<file path="src/rtl/dbi_thr_pkg.sv">
package dbi_thr_pkg;
  // Threshold at which a word of width w is sent inverted
  function automatic int inv_threshold(input int w);
    return w / 2;
  endfunction

  // Zero-count threshold used by the complementary form
  function automatic int zero_threshold(input int w);
    return w / 2 + 1;
  endfunction
endpackage

</file>
<file path="src/rtl/thr_merge.sv">
// Merges the at-least-k flags of two groups of W bits each into
// at-least-k flags for the joined 2W-bit group. Each flag is one AND level and one OR level.
module thr_merge #(
  parameter int W = 1
) (
  input  logic [W:1]   a_ge,
  input  logic [W:1]   b_ge,
  output logic [2*W:1] y_ge
);
  localparam int OW = 2 * W;

  logic [W:0] ax;
  logic [W:0] bx;

  assign ax = {a_ge, 1'b1};
  assign bx = {b_ge, 1'b1};

  always_comb begin
    y_ge = '0;
    for (int k = 1; k <= OW; k++) begin
      for (int i = 0; i <= W; i++) begin
        if ((k - i >= 0) && (k - i <= W)) begin
          y_ge[k] = y_ge[k] | (ax[i] & bx[k-i]);
        end
      end
    end
  end
endmodule

</file>
<file path="src/rtl/thr_count_flags.sv">
// Recursive tree: it gives the at-least-k flags (k = 1..W) of a W-bit group.
// W must be a power of two.
module thr_count_flags #(
  parameter int W = 4
) (
  input  logic [W-1:0] bits_i,
  output logic [W:1]   ge_o
);
  localparam int HW = W / 2;

  generate
    if (W == 1) begin : g_leaf
      assign ge_o[1] = bits_i[0];
    end else begin : g_node
      logic [HW:1] lo_ge;
      logic [HW:1] hi_ge;

      thr_count_flags #(.W(HW)) lo_i (
        .bits_i(bits_i[HW-1:0]),
        .ge_o  (lo_ge)
      );
      thr_count_flags #(.W(HW)) hi_i (
        .bits_i(bits_i[W-1:HW]),
        .ge_o  (hi_ge)
      );
      thr_merge #(.W(HW)) mrg_i (
        .a_ge(lo_ge),
        .b_ge(hi_ge),
        .y_ge(ge_o)
      );
    end
  endgenerate
endmodule

</file>
<file path="src/rtl/thr_pair_combine.sv">
// Decides "at least TH set" across two halves of H bits each from their flag sets.
// It pairs at-least-k of one half with at-least-(TH-k) of the other.
module thr_pair_combine #(
  parameter int H  = 4,
  parameter int TH = 4
) (
  input  logic [H:1] lo_ge,
  input  logic [H:1] hi_ge,
  output logic       hit_o
);
  localparam int KLO = (TH > H) ? TH - H : 0;
  localparam int KHI = (TH < H) ? TH : H;

  logic [H:0] lx;
  logic [H:0] hx;

  assign lx = {lo_ge, 1'b1};
  assign hx = {hi_ge, 1'b1};

  always_comb begin
    hit_o = 1'b0;
    for (int k = KLO; k <= KHI; k++) begin
      hit_o = hit_o | (lx[k] & hx[TH-k]);
    end
  end
endmodule

</file>
<file path="src/rtl/dbi_encoder.sv">
module dbi_encoder #(
  parameter int DATA_W    = 8,
  parameter bit ZERO_FORM = 1'b0
) (
  input  logic [DATA_W-1:0] data_i,
  output logic [DATA_W-1:0] data_o,
  output logic              inv_o
);
  import dbi_thr_pkg::*;

  localparam int HALF  = DATA_W / 2;
  localparam int TH_1  = inv_threshold(DATA_W);
  localparam int TH_0  = zero_threshold(DATA_W);

  logic [DATA_W-1:0] probe;
  logic [HALF:1]     lo_ge;
  logic [HALF:1]     hi_ge;
  logic              hit;
  logic              flag;

  generate
    if (ZERO_FORM) begin : g_zero_in
      assign probe = ~data_i;
    end else begin : g_one_in
      assign probe = data_i;
    end
  endgenerate

  thr_count_flags #(.W(HALF)) lo_cnt_i (
    .bits_i(probe[HALF-1:0]),
    .ge_o  (lo_ge)
  );

  thr_count_flags #(.W(HALF)) hi_cnt_i (
    .bits_i(probe[DATA_W-1:HALF]),
    .ge_o  (hi_ge)
  );

  generate
    if (ZERO_FORM) begin : g_zero_dec
      thr_pair_combine #(.H(HALF), .TH(TH_0)) comb_i (
        .lo_ge(lo_ge),
        .hi_ge(hi_ge),
        .hit_o(hit)
      );
      assign flag = ~hit;
    end else begin : g_one_dec
      thr_pair_combine #(.H(HALF), .TH(TH_1)) comb_i (
        .lo_ge(lo_ge),
        .hi_ge(hi_ge),
        .hit_o(hit)
      );
      assign flag = hit;
    end
  endgenerate

  assign inv_o  = flag;
  assign data_o = data_i ^ {DATA_W{flag}};
endmodule

</file>
<file path="config.mk">
export PLATFORM = sky130hd
export DESIGN_NAME = dbi_encoder
export DESIGN_NICKNAME = d
export VERILOG_FILES = /design/src/rtl/dbi_thr_pkg.sv /design/src/rtl/thr_merge.sv /design/src/rtl/thr_count_flags.sv /design/src/rtl/thr_pair_combine.sv /design/src/rtl/dbi_encoder.sv
export SDC_FILE = /design/constraint.sdc
export NUM_CORES = 1
export LEC_CHECK = 0
export ABC_CLOCK_PERIOD_IN_PS = 2800
export BUFFER_PORTS_ARGS = -buffer_cell sky130_fd_sc_hd__buf_2
export CAP_MARGIN = 15
export CORE_MARGIN = 4
export CORE_UTILIZATION = 25
export DETAILED_ROUTE_END_ITERATION = 8
export GPL_ROUTABILITY_DRIVEN = 0
export SLEW_MARGIN = 5
export SYNTH_ARGS = -nofsm -noshare
export SYNTH_HDL_FRONTEND = slang
export SYNTH_SLANG_ARGS = --single-unit
export TNS_END_PERCENT = 5
</file>
<file path="constraint.sdc">
create_clock -name vclk -period 2.8
set_input_delay 0.28 -clock vclk [all_inputs]
set_output_delay 0.28 -clock vclk [all_outputs]
set_load 0.005 [all_outputs]
</file>
# == Yosys cells after proc, flatten, opt, wreduce, memory -nomap -nowiden ==
# Index checks and enable logic that the tools add are counted.
# W data, S select, Z words.
# totals
ff_bits,0
in_bits,8
out_inout_bits,9
elab_cells,32
# classes
bitwise_logic,32
# op_table
cell,n
$or A1 B1 Y1,16
$and A1 B1 Y1,15
$xor A8 B8 Y8,1

# == Depth between registers and ports, before layout ==
# Gate-level depths: netlist of the first run.
# logic_depth
word_depth,9
depth_mapped,6
ltp_nobuf,5

# == Modules after synthesis ==
# From an unflattened synthesis of the first run, not the netlist that was laid out.
# hier_totals
cells_unflattened,36
hier_area_um2,282.8
# modules_own_cells
module,n_inst,cells_each,area_per_inst_um2,seq_area_each_um2
dbi_encoder,1,9,81.3,0.0
thr_merge (hi_cnt_i.g_node.mrg_i ...),2,4,31.3,0.0
thr_count_flags (hi_cnt_i.g_node.hi_i.g_node.hi_i ...),8,1,7.5,0.0
thr_merge (hi_cnt_i.g_node.hi_i.g_node.mrg_i ...),4,2,13.8,0.0
thr_pair_combine,1,3,23.8,0.0

# == Worst setup path before layout of the first run ==
# Ideal clock, no wire load.
# synth_timing
path_kind,input to output
start,input port data_i[4]
end,output port data_o[2]
arrival_time_ns,1.739
t_required_ns,2.520
path_slack_ns,0.781
cell_stages,6
n_path_buf,1
cell_sequence,buf_6 or4_1 a21oi_1 a221oi_2 a211oi_4 xnor2_1
# synth_between
elab_chain_len,9
word_cells_on_any_way,18
classes_between,18 x bitwise
# synth_rtl
item,line,rtl
from (decl),dbi_encoder.sv:5,"input logic [DATA_W-1:0] data_i,"
$or A1 B1 Y1 / $and A1 B1 Y1 (equally long branches),thr_merge.sv:23,y_ge[k] = y_ge[k] | (ax[i] & bx[k-i]);
$and A1 B1 Y1,thr_merge.sv:23,
$or A1 B1 Y1,thr_merge.sv:23,
$and A1 B1 Y1 / $or A1 B1 Y1 (equally long branches),"thr_pair_combine.sv:23, thr_merge.sv:23",
$or A1 B1 Y1 / $and A1 B1 Y1 (equally long branches),thr_pair_combine.sv:23,hit_o = hit_o | (lx[k] & hx[TH-k]);
$or A1 B1 Y1,thr_pair_combine.sv:23,
$or A1 B1 Y1 * (2 in series),thr_pair_combine.sv:23,
$xor A8 B8 Y8 *,dbi_encoder.sv:58,assign data_o = data_i ^ {DATA_W{flag}};
to (decl),dbi_encoder.sv:6,"output logic [DATA_W-1:0] data_o,"
# Every way passes the cells marked *; elsewhere a longest branch is shown, timed or not.

# == Worst setup path after layout of the first run ==
# layout_timing
start,input port data_i[6]
end,output port data_o[6]
# layout_between
elab_chain_len,9
word_cells_on_any_way,18
classes_between,18 x bitwise
# layout_rtl
item,line
$and A1 B1 Y1 / $or A1 B1 Y1 (equally long branches),thr_merge.sv:23
$and A1 B1 Y1,thr_merge.sv:23
$or A1 B1 Y1,thr_merge.sv:23
$and A1 B1 Y1 / $or A1 B1 Y1 (equally long branches),"thr_pair_combine.sv:23, thr_merge.sv:23"
$or A1 B1 Y1 / $and A1 B1 Y1 (equally long branches),thr_pair_combine.sv:23
$or A1 B1 Y1 (3 in series),thr_pair_combine.sv:23
$xor A8 B8 Y8 *,dbi_encoder.sv:58
# Marked as above.

==> results of run 1 <==
==> synthesized netlist by cell type, types with 2 or more instances <==
library cell,instances,area [um^2]
nor2_1,7,26.28
nand2_1,6,22.52
o21ai_0,5,25.02
xnor2_1,5,43.79
a21oi_1,4,20.02
buf_6,4,45.04
maj3_2,3,33.78
a2111oi_0,2,17.52
a211o_1,2,17.52
a211oi_1,2,15.01
inv_1,2,7.510
or2_1,2,12.51
==> worst min-delay path: stages <==
cell and delay [ns]:
buf_2 0.14, xnor2_1 0.08, buf_2 0.12
==> kinds of logic after synthesis <==
logic type,count (synthesis),synth area share (%)
AOI/OAI and AO/OA,25,47.56
and+or+nand+nor,19,19.77
buffers and inverters,8,14.90
xor gates and xnor gates,5,10.03
adders and majority gates,3,7.736
==> path summary, 6_finish.rpt <==
path	from	endpoint	depth (start not counted)
worst max-delay path	data_i[6]	data_o[6]	7
worst min-delay path	data_i[5]	data_o[5]	3
==> metal layers <==
layer | track usage [%] | up-vias | wire length (um) | share of wire [%]
li1 | - | 247 | - | -
met1 | 12.93 | 215 | 575 | 51
met2 | 14.98 | 13 | 507 | 45
met3 | 0 | 2 | 27 | 2.4
met4 | 1.382 | 0 | 14 | 1.2
met5 | 0 | - | 0 | 0
==> report_power, final <==
part           switching, mW  leakage (nW)  internal (mW)
Clock                      0             0              0
Sequential                 0             0              0
Combinational         0.0599         0.202         0.0521
==> through the flow <==
stage	std cells	worst slack, ns	util, %	hold WS, ns
5_1_grt	87	0.3035	30.71	0.9274
4_1_cts	87	0.4835	30.71	0.8987
6_report	87	0.4966	30.71	0.8961
3_3_place_gp	87	0.5190	30.71	0.8964
2_1_floorplan	60	0.7810	-	0.6200
3_5_place_dp	87	0.4948	30.71	0.8963
==> area by class of cell <==
| class | instances | share of cell area [%] |
|---|---|---|
| multi-input combinational | 52 | 76.74 |
| timing repair buffer | 17 | 17.57 |
| tap | 16 | 4.134 |
| inverter | 2 | 1.550 |
==> impl_metrics.json, run 1 <==
{
  "fin_crit_sh_pct": 82.26,
  "netlist_area_um2": 436.7,
  "post_cts_resized": 0,
  "dieArea_mm2": 0.002480,
  "critical_path.top_delay_family": "compound AO/OA/AOI/OAI gates",
  "worst_setup_path_end_kind": "output port",
  "core_area_mm2": 0.001577,
  "crit_buf_inv": 2,
  "nNetsFinal": 81,
  "grt_pass1_wl_um": 1890,
  "vdd_drop_max_uv": 96.58,
  "die_y_um": 49.80,
  "hold_path_class": "primary input to output port",
  "slew_violations": 0,
  "ios": 17,
  "ant_nets": 0,
  "power_density_mw_per_mm2": 231.3,
  "setup_viol": 0,
  "wl_per_cell_um": 12.93,
  "fillers": 173,
  "via_count": 477,
  "synth_nets": 68,
  "slew_headroom_pct": 74.84,
  "drv_cap": 0,
  "multiInputGateArea_um2": 371.6,
  "dpl.hpwl_um": 830.9,
  "critPathArrivalTime_ns": 2.02,
  "grt_use_total_pct": 8.926,
  "fmax_mhz": 434.1,
  "cts_hold_buf": 0,
  "status": "finished clean",
  "die_x_um": 49.80,
  "io_buffers": 17,
  "crit_path_frequent_cell": "buf_2",
  "p_leak_nw": 0.2018,
  "drc_errors": 0,
  "start_util_pct": 27.70,
  "start_kind": "primary input",
  "drtIter0Drc": 12,
  "final_common_cell": "buf_2",
  "final_cell_area_um2": 484.2,
  "antenna_found_initial": 0,
  "ys_warn_count": 0,
  "worstMarginPinSlew_ns": 0.3679,
  "syn_to_final_growth_pct": 10.89,
  "grt_pass1_vias": 415,
  "place_area_um2": 484.2,
  "synth.avg_cell_area_um2": 7.278,
  "seq_cells": 0,
  "fin_crit_ns": 2.303,
  "yosysSeqAreaShare_pct": 0,
  "routed_wirelength_um": 1125,
  "critPathSlowestCell": "or4_1",
  "yosysUniqueCellTypes": 28,
  "fin_total_pwr_mw": 0.1120,
  "critPathKind": "primary input to output port",
  "register_area_um2": 0,
  "drive_gt1_share_pct": 35.21,
  "crit_chain": "buf_2 -> or4_1 -> a21oi_1 -> a221oi_2 -> a211oi_4 -> xnor2_1 -> buf_2",
  "grt_overflow": 0,
  "avgViaCountPerCell": 5.483,
  "antenna_cells": 0,
  "grt_setup_unrepaired": "no",
  "hold_viol_final": 0,
  "syn-instance-count": 60,
  "cp_max_fo": 7,
  "clock_buffers": 0,
  "drtPass1Iterations": 2,
  "cts_setup_buffers": 0,
  "slowest_delay_ns": 0.59,
  "grt_max_degree": 14,
  "final_cell_mix": "buf_2 (17), nor2_1 (7), nand2_1 (6)",
  "rows": 14,
  "crit_required_ns": 2.52,
  "tns_ns": 0
}
Power figures use the tool's default switching activity.
==> run 2, diff against run 1 <==
--- a/config.mk
+++ b/config.mk
@@ -5,7 +5,8 @@
 export SDC_FILE = /design/constraint.sdc
 export NUM_CORES = 1
 export LEC_CHECK = 0
-export ABC_CLOCK_PERIOD_IN_PS = 2800
+export ABC_AREA = 1
+export ABC_CLOCK_PERIOD_IN_PS = 1900
 export BUFFER_PORTS_ARGS = -buffer_cell sky130_fd_sc_hd__buf_2
 export CAP_MARGIN = 15
 export CORE_MARGIN = 4
==> constraint.sdc (replaced) <==
create_clock -name vclk -period 1.9
set_input_delay 0.19 -clock vclk [all_inputs]
set_output_delay 0.19 -clock vclk [all_outputs]
set_load 0.005 [all_outputs]
==> run 2 against run 1 <==
Effect of this change: total power is 10% higher; synthesized area fell by 26%; worst hold slack got worse by 0.22 ns; sequential share of layout area is the same; critical endpoint unchanged; via count fell by 11%; flip-flop and latch count unchanged; die area decreased by 22%; clock-buffer cell count stayed put; design area down 12%.
==> impl_metrics.json, run 2 <==
{
  "drtPass1Iterations": 4,
  "critPathSlowestCell": "a21oi_2",
  "hold_viol_final": 0,
  "status": "finished clean",
  "grt.met3_usage_pct": 0.4065,
  "ant_nets": 0,
  "dieArea_mm2": 0.001942,
  "avgViaCountPerCell": 4.176,
  "power_density_mw_per_mm2": 287.9,
  "start_kind": "primary input",
  "hold_depth": 4,
  "yosysSeqAreaShare_pct": 0,
  "post_cts_resized": 0,
  "via_count": 426,
  "grt_setup_unrepaired": "no",
  "place_area_um2": 427.9,
  "critPathKind": "primary input to output port",
  "crit_path_frequent_cell": "nand2_1",
  "synth_area_leaders": "nand2_1 (42%), inv_1 (17%), o21ai_0 (12%)",
  "drv_cap": 0,
  "whs_endpoint": "data_o[7]",
  "post-place-ws_ns": 0.5373,
  "vdd_drop_max_uv": 98.18,
  "die_y_um": 44.07,
  "worstMarginPinSlew_ns": 0.1600,
  "final_util_pct": 36.54,
  "start_util_pct": 27.78,
  "slew_headroom_pct": 89.22,
  "fin_total_pwr_mw": 0.1232,
  "syn-instance-count": 71,
  "synth_nets": 79,
  "synth_area_leader_cell": "nand2_1",
  "tns_ns": 0,
  "p_leak_nw": 0.3006,
  "worst_setup_path_end_kind": "output port",
  "grt_max_degree": 10,
  "cp_max_fo": 9,
  "final_cell_mix": "nand2_1 (36), buf_2 (17), inv_1 (15)",
  "nNetsFinal": 98,
  "antenna_found_initial": 0,
  "clock_buffers": 0,
  "yosysUniqueCellTypes": 9,
  "crit_chain": "buf_2 -> nand2_1 -> inv_1 -> a21oi_2 -> nand2_4 -> nor2_8 -> nand2_1 -> nand2_1 -> buf_2",
  "core_area_mm2": 0.001171,
  "critPathArrivalTime_ns": 1.16,
  "setup_slack_ns": 0.5513,
  "io_buffers": 17,
  "gr-max-usage-layer": "met2",
  "synth_commonest_cells": "nand2_1 (36), inv_1 (15), o21ai_0 (8)",
  "met2_usage_pct": 13.95,
  "crit_required_ns": 1.71,
  "cts_setup_buffers": 0,
  "wl_per_cell_um": 7.637,
  "worstSetupStartpoint": "data_i[4]",
  "die_x_um": 44.07,
  "synth.avg_cell_area_um2": 4.582,
  "drc_errors": 0,
  "fin_crit_ns": 1.349,
  "synth_most_common_cell": "nand2_1",
  "hp-start": "data_i[7]",
  "seq_cells": 0,
  "final_cell_area_um2": 427.9,
  "grt_use_total_pct": 8.175,
  "syn_to_final_growth_pct": 31.54,
  "use_met1_pct": 11.90,
  "register_area_um2": 0,
  "setup_viol": 0,
  "fmax_mhz": 741.5,
  "dpl.hpwl_um": 684.2,
  "slew_violations": 0,
  "drtIter0Drc": 3,
  "ys_warn_count": 0,
  "fin_crit_sh_pct": 70.98,
  "hold_path_class": "primary input to output port",
  "antenna_cells": 0,
  "grt_pass1_vias": 353,
  "final_common_cell": "nand2_1",
  "netlist_area_um2": 325.3,
  "ios": 17,
  "rows": 12,
  "routed_wirelength_um": 779,
  "drive_gt1_share_pct": 28.41,
  "grt_overflow": 0,
  "synth_top_cell_area_share_pct": 41.54,
  "grt_pass1_wl_um": 1352,
  "slowest_delay_ns": 0.18,
  "fillers": 144,
  "cts_hold_buf": 0
}
[run 2: cell types whose count changed after synthesis, sizes merged, moves of 2 or more]
cell     change
a211o        -2
or2          -2
nor2         -3
a211oi       -3
maj3         -3
o21ai        +3
a2111oi      -2
buf          -6
inv         +13
nand2       +36
a21oi        -4
xnor2        -5
[run 2: cell families after synthesis]
group | after synthesis | synth area share (%)
buffers and inverters | 15 | 17.31
AO/OA/AOI/OAI | 9 | 15.00
AND/OR/NAND/NOR | 47 | 67.69
[run 2: metal layers]
metal | vias to the layer above | part of all wire (%)
li1 | 245 | -
met5 | - | 0
met3 | 0 | 6.9
met2 | 10 | 44
met1 | 171 | 49
met4 | 0 | 0
[run 2: worst max path at each step]
stage	endpoint	slack, ns	depth (start not counted)
after CTS	data_o[0]	0.54	9
after floorplan	data_o[0]	0.86	7
after global placement	data_o[1]	0.53	9
final	data_o[6]	0.55	9
after detailed placement	data_o[0]	0.54	9
after global routing	data_o[2]	0.40	10
[run 2: final cells by class]
class	count	area [um^2]	share of cell area, %
multi-input combinational	56	269.0	62.87
tap	14	17.52	4.094
inverter	15	56.30	13.16
timing repair buffer	17	85.08	19.88
[run 2: critical path: cells and delay by family]
kind	cells	cell delay, ns
buf+inv	3	0.29
simple gates	5	0.51
compound gates	1	0.18
[run 2: where the power goes]
part / switching [mW] / internal, mW
Clock: 0 / 0
Sequential: 0 / 0
Combinational: 0.0747 / 0.0485
[run 2: stage by stage]
stage	instances	hold slack, ns
3_5_place_dp	102	0.6769
5_1_grt	102	0.7069
4_1_cts	102	0.6774
3_3_place_gp	102	0.6706
6_report	102	0.6779
2_1_floorplan	71	0.4762
==> run 3, diff against run 2 <==
--- a/config.mk
+++ b/config.mk
@@ -5,8 +5,8 @@
 export SDC_FILE = /design/constraint.sdc
 export NUM_CORES = 1
 export LEC_CHECK = 0
-export ABC_AREA = 1
-export ABC_CLOCK_PERIOD_IN_PS = 1900
+export ABC_AREA = 0
+export ABC_CLOCK_PERIOD_IN_PS = 1300
 export BUFFER_PORTS_ARGS = -buffer_cell sky130_fd_sc_hd__buf_2
 export CAP_MARGIN = 15
 export CORE_MARGIN = 4
==> constraint.sdc (replaced) <==
create_clock -name vclk -period 1.3
set_input_delay 0.13 -clock vclk [all_inputs]
set_output_delay 0.13 -clock vclk [all_outputs]
set_load 0.005 [all_outputs]
==> run 3 against run 2 <==
Effect of this change: the run now ends with setup timing left; die area rose by 28%; clock-buffer cell count unchanged; design area up 73%; critical endpoint is now data_o[2]; highest routed layer unchanged.
==> impl_metrics.json, run 3 (synthesis results as in run 1) <==
{
  "status": "finished with violations",
  "violations": "setup timing",
  "critPathSlowestCell": "or4_4",
  "crit_chain": "buf_8 -> or4_4 -> a21oi_2 -> a221oi_2 -> a211oi_4 -> buf_6 -> xnor2_1 -> buf_2",
  "crit_required_ns": 1.17,
  "die_y_um": 49.80,
  "core_area_mm2": 0.001577,
  "wl_per_cell_um": 12.89,
  "multiInputGateArea_um2": 445.4,
  "fillers": 155,
  "dpl.hpwl_um": 1026,
  "critPathArrivalTime_ns": 1.71,
  "tns_ns": -4.387,
  "dieArea_mm2": 0.002480,
  "final_cell_mix": "buf_4 (18), buf_2 (14), nor2_1 (7)",
  "crit_buf_inv": 3,
  "hold_depth": 4,
  "hold_slack_ns": 0.6247,
  "grt_pass1_wl_um": 2145,
  "final_common_cell": "buf_4",
  "io_buffers": 17,
  "drtPass1Iterations": 6,
  "clkPwrFrac_pct": 0,
  "grt_max_degree": 12,
  "via_count": 574,
  "critPathKind": "primary input to output port",
  "rows": 14,
  "nNetsFinal": 101,
  "grt_setup_unrepaired": "yes",
  "grt_overflow": 0,
  "start_util_pct": 27.70,
  "start_kind": "primary input",
  "fin_total_pwr_mw": 0.3592,
  "setup_slack_ns": -0.5418,
  "ant_nets": 0,
  "grt_pass1_vias": 499,
  "grt_use_total_pct": 10.31,
  "syn_to_final_growth_pct": 69.05,
  "combPwrFrac_pct": 100.0,
  "path_depth": 8,
  "post-place-ws_ns": -0.5912,
  "antenna_found_initial": 0,
  "setup_viol": 9,
  "drtIter0Drc": 7,
  "place_area_um2": 636.9,
  "cp_max_fo": 6,
  "hold_path_class": "primary input to output port",
  "routed_wirelength_um": 1379,
  "slew_violations": 0,
  "worst_setup_path_end_kind": "output port",
  "final_cell_area_um2": 738.2,
  "fin_crit_ns": 1.842,
  "critical_path.top_delay_family": "simple AND/OR/NAND/NOR gates",
  "cts_hold_buf": 0,
  "clock_buffers": 0,
  "slowest_delay_ns": 0.58,
  "drc_errors": 0,
  "worstMarginPinSlew_ns": 0.2890,
  "slew_headroom_pct": 80.73,
  "ios": 17,
  "p_leak_nw": 0.3375,
  "fin_crit_sh_pct": 141.7,
  "avgViaCountPerCell": 5.364,
  "register_area_um2": 0,
  "fin_cells": 107,
  "final_util_pct": 46.83,
  "seq_cells": 0,
  "hold_viol_final": 0,
  "drv_cap": 0,
  "p_int_mw": 0.1938,
  "p_switching_mw": 0.1654,
  "drive_gt1_share_pct": 61.54,
  "switching_share_pct": 46.04,
  "power_density_mw_per_mm2": 486.5,
  "vdd_drop_max_uv": 275.6,
  "dp_cells": 106,
  "fmax_mhz": 542.9,
  "seq_power_share_pct": 0,
  "antenna_cells": 0,
  "die_x_um": 49.80
}
==> run 3: per-layer routing <==
metal	track usage, %	part of all wire, %
met2	19.38	50
met4	0	0
met5	0	0
met1	13.49	45
met3	0.6024	4.9
==> run 3: final timing paths <==
| path | startpoint | to | slack (ns) |
|---|---|---|---|
| worst max-delay path | data_i[4] | data_o[2] | -0.54 |
| worst min-delay path | data_i[4] | data_o[4] | 0.62 |
==> run 3: what timing repair did <==
| item | CTS | global route |
|---|---|---|
| resized for setup | 9 | 13 |
| pin swaps | 7 | 8 |
| setup endpoints to repair | 9 | 9 |
| buffers inserted | 1 | 0 |
==> run 3: cell type report <==
cell class / count / area share, %
Multi-Input combinational cell: 52 / 60.34
Timing Repair Buffer: 37 / 35.93
Tap cell: 16 / 2.712
Inverter: 2 / 1.017
==> run 3: power groups by stage <==
stage                     clock network (mW)  logic (mW)  registers, mW
final                                      0       0.359              0
after global routing                       0       0.392              0
after CTS                                  0       0.324              0
after detailed placement                   0       0.297              0
after global placement                     0       0.294              0
after floorplan                            0       0.178              0
